===== src/rtl/hoist_pkg.sv =====
package hoist_pkg;

    localparam int STEP_COUNT = 4;

    localparam int IDX_DESCEND   = 0;
    localparam int IDX_LOW_WAIT  = 1;
    localparam int IDX_ASCEND    = 2;
    localparam int IDX_HIGH_WAIT = 3;

    typedef logic [STEP_COUNT-1:0] step_vec_t;

    typedef struct packed {
        logic raise_cmd;
        logic lower_cmd;
        logic at_top;
        logic at_bottom;
    } hoist_in_t;

    typedef struct packed {
        logic drive_up;
        logic drive_down;
    } motor_cmd_t;

    function automatic step_vec_t step_bit(input int idx);
        step_vec_t v;
        v = '0;
        v[idx] = 1'b1;
        return v;
    endfunction

    localparam step_vec_t HOME_STEP = step_bit(IDX_DESCEND);

endpackage


===== src/rtl/hoist_cond.sv =====
module hoist_cond
    import hoist_pkg::*;
(
    input  hoist_in_t pins,
    output step_vec_t exit_ok
);

    always_comb begin
        exit_ok                = '0;
        exit_ok[IDX_DESCEND]   = pins.at_bottom;
        exit_ok[IDX_LOW_WAIT]  = pins.raise_cmd;
        exit_ok[IDX_ASCEND]    = pins.at_top;
        exit_ok[IDX_HIGH_WAIT] = pins.lower_cmd;
    end

endmodule


===== src/rtl/hoist_steps.sv =====
module hoist_steps
    import hoist_pkg::*;
(
    input  logic      clk,
    input  logic      rst,
    input  step_vec_t exit_ok,
    output step_vec_t cur
);

    step_vec_t nxt;

    // Each step holds itself until its own exit condition, and is set by its predecessor.
    for (genvar i = 0; i < STEP_COUNT; i++) begin : g_step
        localparam int PREV = (i + STEP_COUNT - 1) % STEP_COUNT;
        assign nxt[i] = (cur[i] & ~exit_ok[i]) | (cur[PREV] & exit_ok[PREV]);
    end

    always_ff @(posedge clk) begin
        if (rst) begin
            cur <= HOME_STEP;
        end else begin
            cur <= nxt;
        end
    end

endmodule


===== src/rtl/hoist_drive.sv =====
module hoist_drive
    import hoist_pkg::*;
(
    input  step_vec_t  cur,
    output motor_cmd_t cmd
);

    always_comb begin
        cmd.drive_up   = cur[IDX_ASCEND];
        cmd.drive_down = cur[IDX_DESCEND];
    end

endmodule


===== src/rtl/hoist_seq.sv =====
module hoist_seq
    import hoist_pkg::*;
(
    input  logic                  clk,
    input  logic                  rst,
    input  logic                  raise_btn,
    input  logic                  lower_btn,
    input  logic                  top_lim,
    input  logic                  bot_lim,
    output logic                  mot_up,
    output logic                  mot_dn,
    output logic [STEP_COUNT-1:0] step_onehot
);

    hoist_in_t  pins;
    step_vec_t  exit_ok;
    step_vec_t  cur;
    motor_cmd_t cmd;

    always_comb begin
        pins.raise_cmd = raise_btn;
        pins.lower_cmd = lower_btn;
        pins.at_top    = top_lim;
        pins.at_bottom = bot_lim;
    end

    hoist_cond u_cond (
        .pins    (pins),
        .exit_ok (exit_ok)
    );

    hoist_steps u_steps (
        .clk     (clk),
        .rst     (rst),
        .exit_ok (exit_ok),
        .cur     (cur)
    );

    hoist_drive u_drive (
        .cur (cur),
        .cmd (cmd)
    );

    assign mot_up      = cmd.drive_up;
    assign mot_dn      = cmd.drive_down;
    assign step_onehot = cur;

endmodule


===== config.mk =====
export PLATFORM = sky130hd
export DESIGN_NAME = hoist_seq
export DESIGN_NICKNAME = d
export VERILOG_FILES = /design/src/rtl/hoist_pkg.sv /design/src/rtl/hoist_cond.sv /design/src/rtl/hoist_steps.sv /design/src/rtl/hoist_drive.sv /design/src/rtl/hoist_seq.sv
export SDC_FILE = /design/constraint.sdc
export NUM_CORES = 1
export LEC_CHECK = 0
export ABC_AREA = 1
export BUFFER_PORTS_ARGS = -buffer_cell sky130_fd_sc_hd__buf_4
export CAP_MARGIN = 10
export CORE_AREA = 2 2 39 41
export CTS_CLUSTER_DIAMETER = 40
export CTS_CLUSTER_SIZE = 30
export DETAILED_ROUTE_END_ITERATION = 10
export DIE_AREA = 0 0 41 43
export GPL_ROUTABILITY_DRIVEN = 0
export PLACE_DENSITY = 0.39
export SLEW_MARGIN = 20
export SYNTH_ARGS = -nofsm -noshare
export SYNTH_HDL_FRONTEND = slang
export SYNTH_SLANG_ARGS = --single-unit

===== constraint.sdc =====
create_clock -name clk -period 1.5 [get_ports clk]
set_input_delay 0.3 -clock clk [delete_from_list [all_inputs] [get_ports clk]]
set_output_delay 0.3 -clock clk [all_outputs]
set_load 0.02 [all_outputs]

==> results by stage <==
Status:
- The flow ran to the end, and the final reports show no timing, DRC or antenna violations.

Synth:
- The post-synthesis cell area is 160 µm².
- The synthesized netlist net count is 28.
- Of the synthesized area, sequential elements account for 0.500.
- The mean area per synthesized cell is 7.28 µm².
- In this run, synthesis produced a sequential element count of 4.
- The Yosys step of the flow raised 0 warnings.
- The number of distinct library cells after synthesis is 5.
- The number of instances in the synthesized netlist is 22.

Floorplanning:
- In this run the core area contains 14 standard-cell rows.
- The die covers 1760 µm².
- The width of the die is 41 µm.
- The top-level I/O count is 12.
- The vertical die dimension is 43 µm.
- For this configuration, the core starts out at a cell density of 0.116.
- In this run the standard cell core region covers 1380 µm².

GRT:
- The overall fraction of global-route tracks in use is 0.0573.
- The total congestion overflow is 0.
- The via count of the first global-routing pass is 143.
- The maximum number of pins on one net before global-route repair is 5.
- The number of antenna violations at the first check in global routing was 0.
- The first global-routing pass estimated 565 µm of wire.

Power and ir drop:
- Dividing total power by cell area gives a power density of 1080 nW/µm².
- The largest vdd supply drop is 0.379 mV.
- The analysis attributes to cell leakage a power of 0.140 nW.

Finish:
- More flip-flops sit in one register than any other, and that register is u_steps.cur.
- The area of all placed cells without fillers is 270 µm².
- Counting the fill cells in the layout gives 158.
- At the end of the flow the core is filled with cells to 0.195.
- The largest registers in the layout are u_steps.cur x4.
- The flip-flop count of the largest register, all copies and words added is 4.
- The antenna diode instance count is 0.
- In the final layout, the share of cells above drive strength 1 is 0.412.
- In the final design database the tool counted 42 nets.
- The area growth from synthesis to layout is 68.7%.

Worst setup path:
- The logic depth of the worst register-to-register path is 2.
- Walking the worst path, the cells encountered are buf_4.
- The category of cells accounting for the largest share of critical-path delay is flip-flops.
- The instance count on the critical path is 1.
- The worst setup path is launched from a flop.
- The worst setup path is of the reg2out kind.
- The kind of end point of the critical path is a primary output.
- The sum of buffers and inverters on the critical path is 1.
- The largest driver fanout on the critical path is 4.
- STA puts the critical path data required time at 1.20 ns.
- The startpoint identified for the worst register-to-register timing path is u_steps.cur[2].
- The origin of the worst setup path is u_steps.cur[0].
- On the worst path, the slowest cell contributes a delay of 0.36 ns.
- The worst register-to-register path has a setup slack of 0.89 ns.
- The highest-delay cell along the critical path is dfxtp_1.
- The capturing element of the worst setup path is mot_dn.
- Data arrives at the worst endpoint at 0.75 ns.
- In this run the critical register-to-register path is captured at u_steps.cur[3].

STA:
- After routing, the total negative slack on setup checks comes to 0 ns.
- The number of hold violations in the final report is 0.
- The transition at the pin with the smallest max-transition slack is 0.121 ns.
- Derived from the worst setup path, the maximum achievable clock frequency is 953 MHz.
- The setup slack of the critical path after layout is 0.450 ns.
- The worst path in the final design needs a cycle of 1.05 ns, including I/O delays and setup.
- The number of max-slew violations in the final report is 0.
- The worst clock skew is 0.000239 ns.
- Setup violations remaining at the end of the flow were counted as 0.
- The relative slew slack is 0.919.
- Setup repair after global routing left no endpoint under its margin.
- The final worst-path cycle share is 0.700.

Flow run:
- Max-cap violations in this run came to 0.

Clocking:
- The clock transition at the register clock pins on the worst setup and hold paths after CTS is 0.04 ns.
- The number of hold buffers added after CTS was 0.
- The post-CTS setup buffer count is 0.
- The clock insertion delay at the later pin of the skew report is 0.23 ns.
- The tree is rooted in a clkbuf_4.
- The number of sinks driven by the clock tree is 4.
- The TritonCTS clock tree is built.
- The number of clock buffers added by TritonCTS is 3.
- CTS built an H-tree with a depth of 1.
- The maximum root-to-sink buffer count is 2.
- The number of gates resized after CTS was 0.

Placement:
- The post-place setup slack is 0.684 ns.
- Input and output buffers added on the ports amount to 11.
- The HPWL after detailed placement is 305 µm.
- In this run the cell area measured after placement is 248 µm².

Min path:
- The path type of the worst min-delay path is in2reg.

Routing:
- The post-route DRC violation count is 0.
- Detailed routing inserted a total of 166 vias.
- The first TritonRoute pass finished after 2 iterations.
- The routed via count divided by cell count is 3.32.
- The wire length after detailed routing is 361 µm.
- The residual antenna-violating net count after detailed routing is 0.
- The routed wire length per instance is 7.22 µm.
- After the first detailed-routing iteration, the DRC count stood at 2.
-- cell type report --
| cell class | instances | area, µm² | area share |
|---|---|---|---|
| Timing Repair Buffer | 11 | 82.6 | 0.306 |
| Sequential cell | 4 | 80.1 | 0.296 |
| Multi-Input combinational cell | 12 | 50.0 | 0.185 |
| Clock buffer | 3 | 22.5 | 0.0833 |
| Tap cell | 16 | 20.0 | 0.0741 |
| Inverter | 4 | 15.0 | 0.0556 |
-- how the worst min path moves through the flow --
stage                         from              to  depth (start not counted)
CTS                            rst  u_steps.cur[1]                          2
floorplan                      rst  u_steps.cur[1]                          1
global route                   rst  u_steps.cur[1]                          2
global placement    u_steps.cur[1]  u_steps.cur[2]                          2
detailed placement  u_steps.cur[1]  u_steps.cur[2]                          2
finish                         rst  u_steps.cur[1]                          2
-- stage by stage --
stage,cells,power (mW),hold slack [ns]
floorplan,22,0.140,0.369
global placement,47,0.163,0.470
detailed placement,47,0.163,0.463
CTS,50,0.299,0.245
global route,50,0.312,0.253
finish,50,0.292,0.249
-- routing by layer --
layer | vias to the layer above | global-route usage | part of all wire
met5 | - | 0 | 0
met1 | 67 | 0.0548 | 0.43
met3 | 0 | 0.0785 | 0.16
li1 | 88 | - | -
met4 | 0 | 0.0400 | 0
met2 | 11 | 0.0594 | 0.41
-- where the power goes --
part | internal [mW] | switching (mW) | total, mW
clock | 0.0894 | 0.0423 | 0.132
sequential | 0.112 | 0.00433 | 0.117
combinational | 0.0220 | 0.0215 | 0.0436
-- kinds of logic (layout without fill, tap and decap cells) --
family	after synthesis	after routing	synth area share
buf+inv	6	18	0.187
simple gates	8	8	0.188
compound gates	4	4	0.125
flops	4	4	0.500
-- cells in the mapped netlist (all sizes together) --
master  count  area [µm²]
buf         2        15.0
a21oi       4        20.0
nand2       8        30.0
inv         4        15.0
dfxtp       4        80.1
-- cell usage in the layout (no fill, tap or decap), drive strengths merged --
master,netlist,layout
inv,4,4
nand2,8,8
buf,2,11
a21oi,4,4
dfxtp,4,4
clkbuf,0,3
Power figures use the tool's default switching activity.
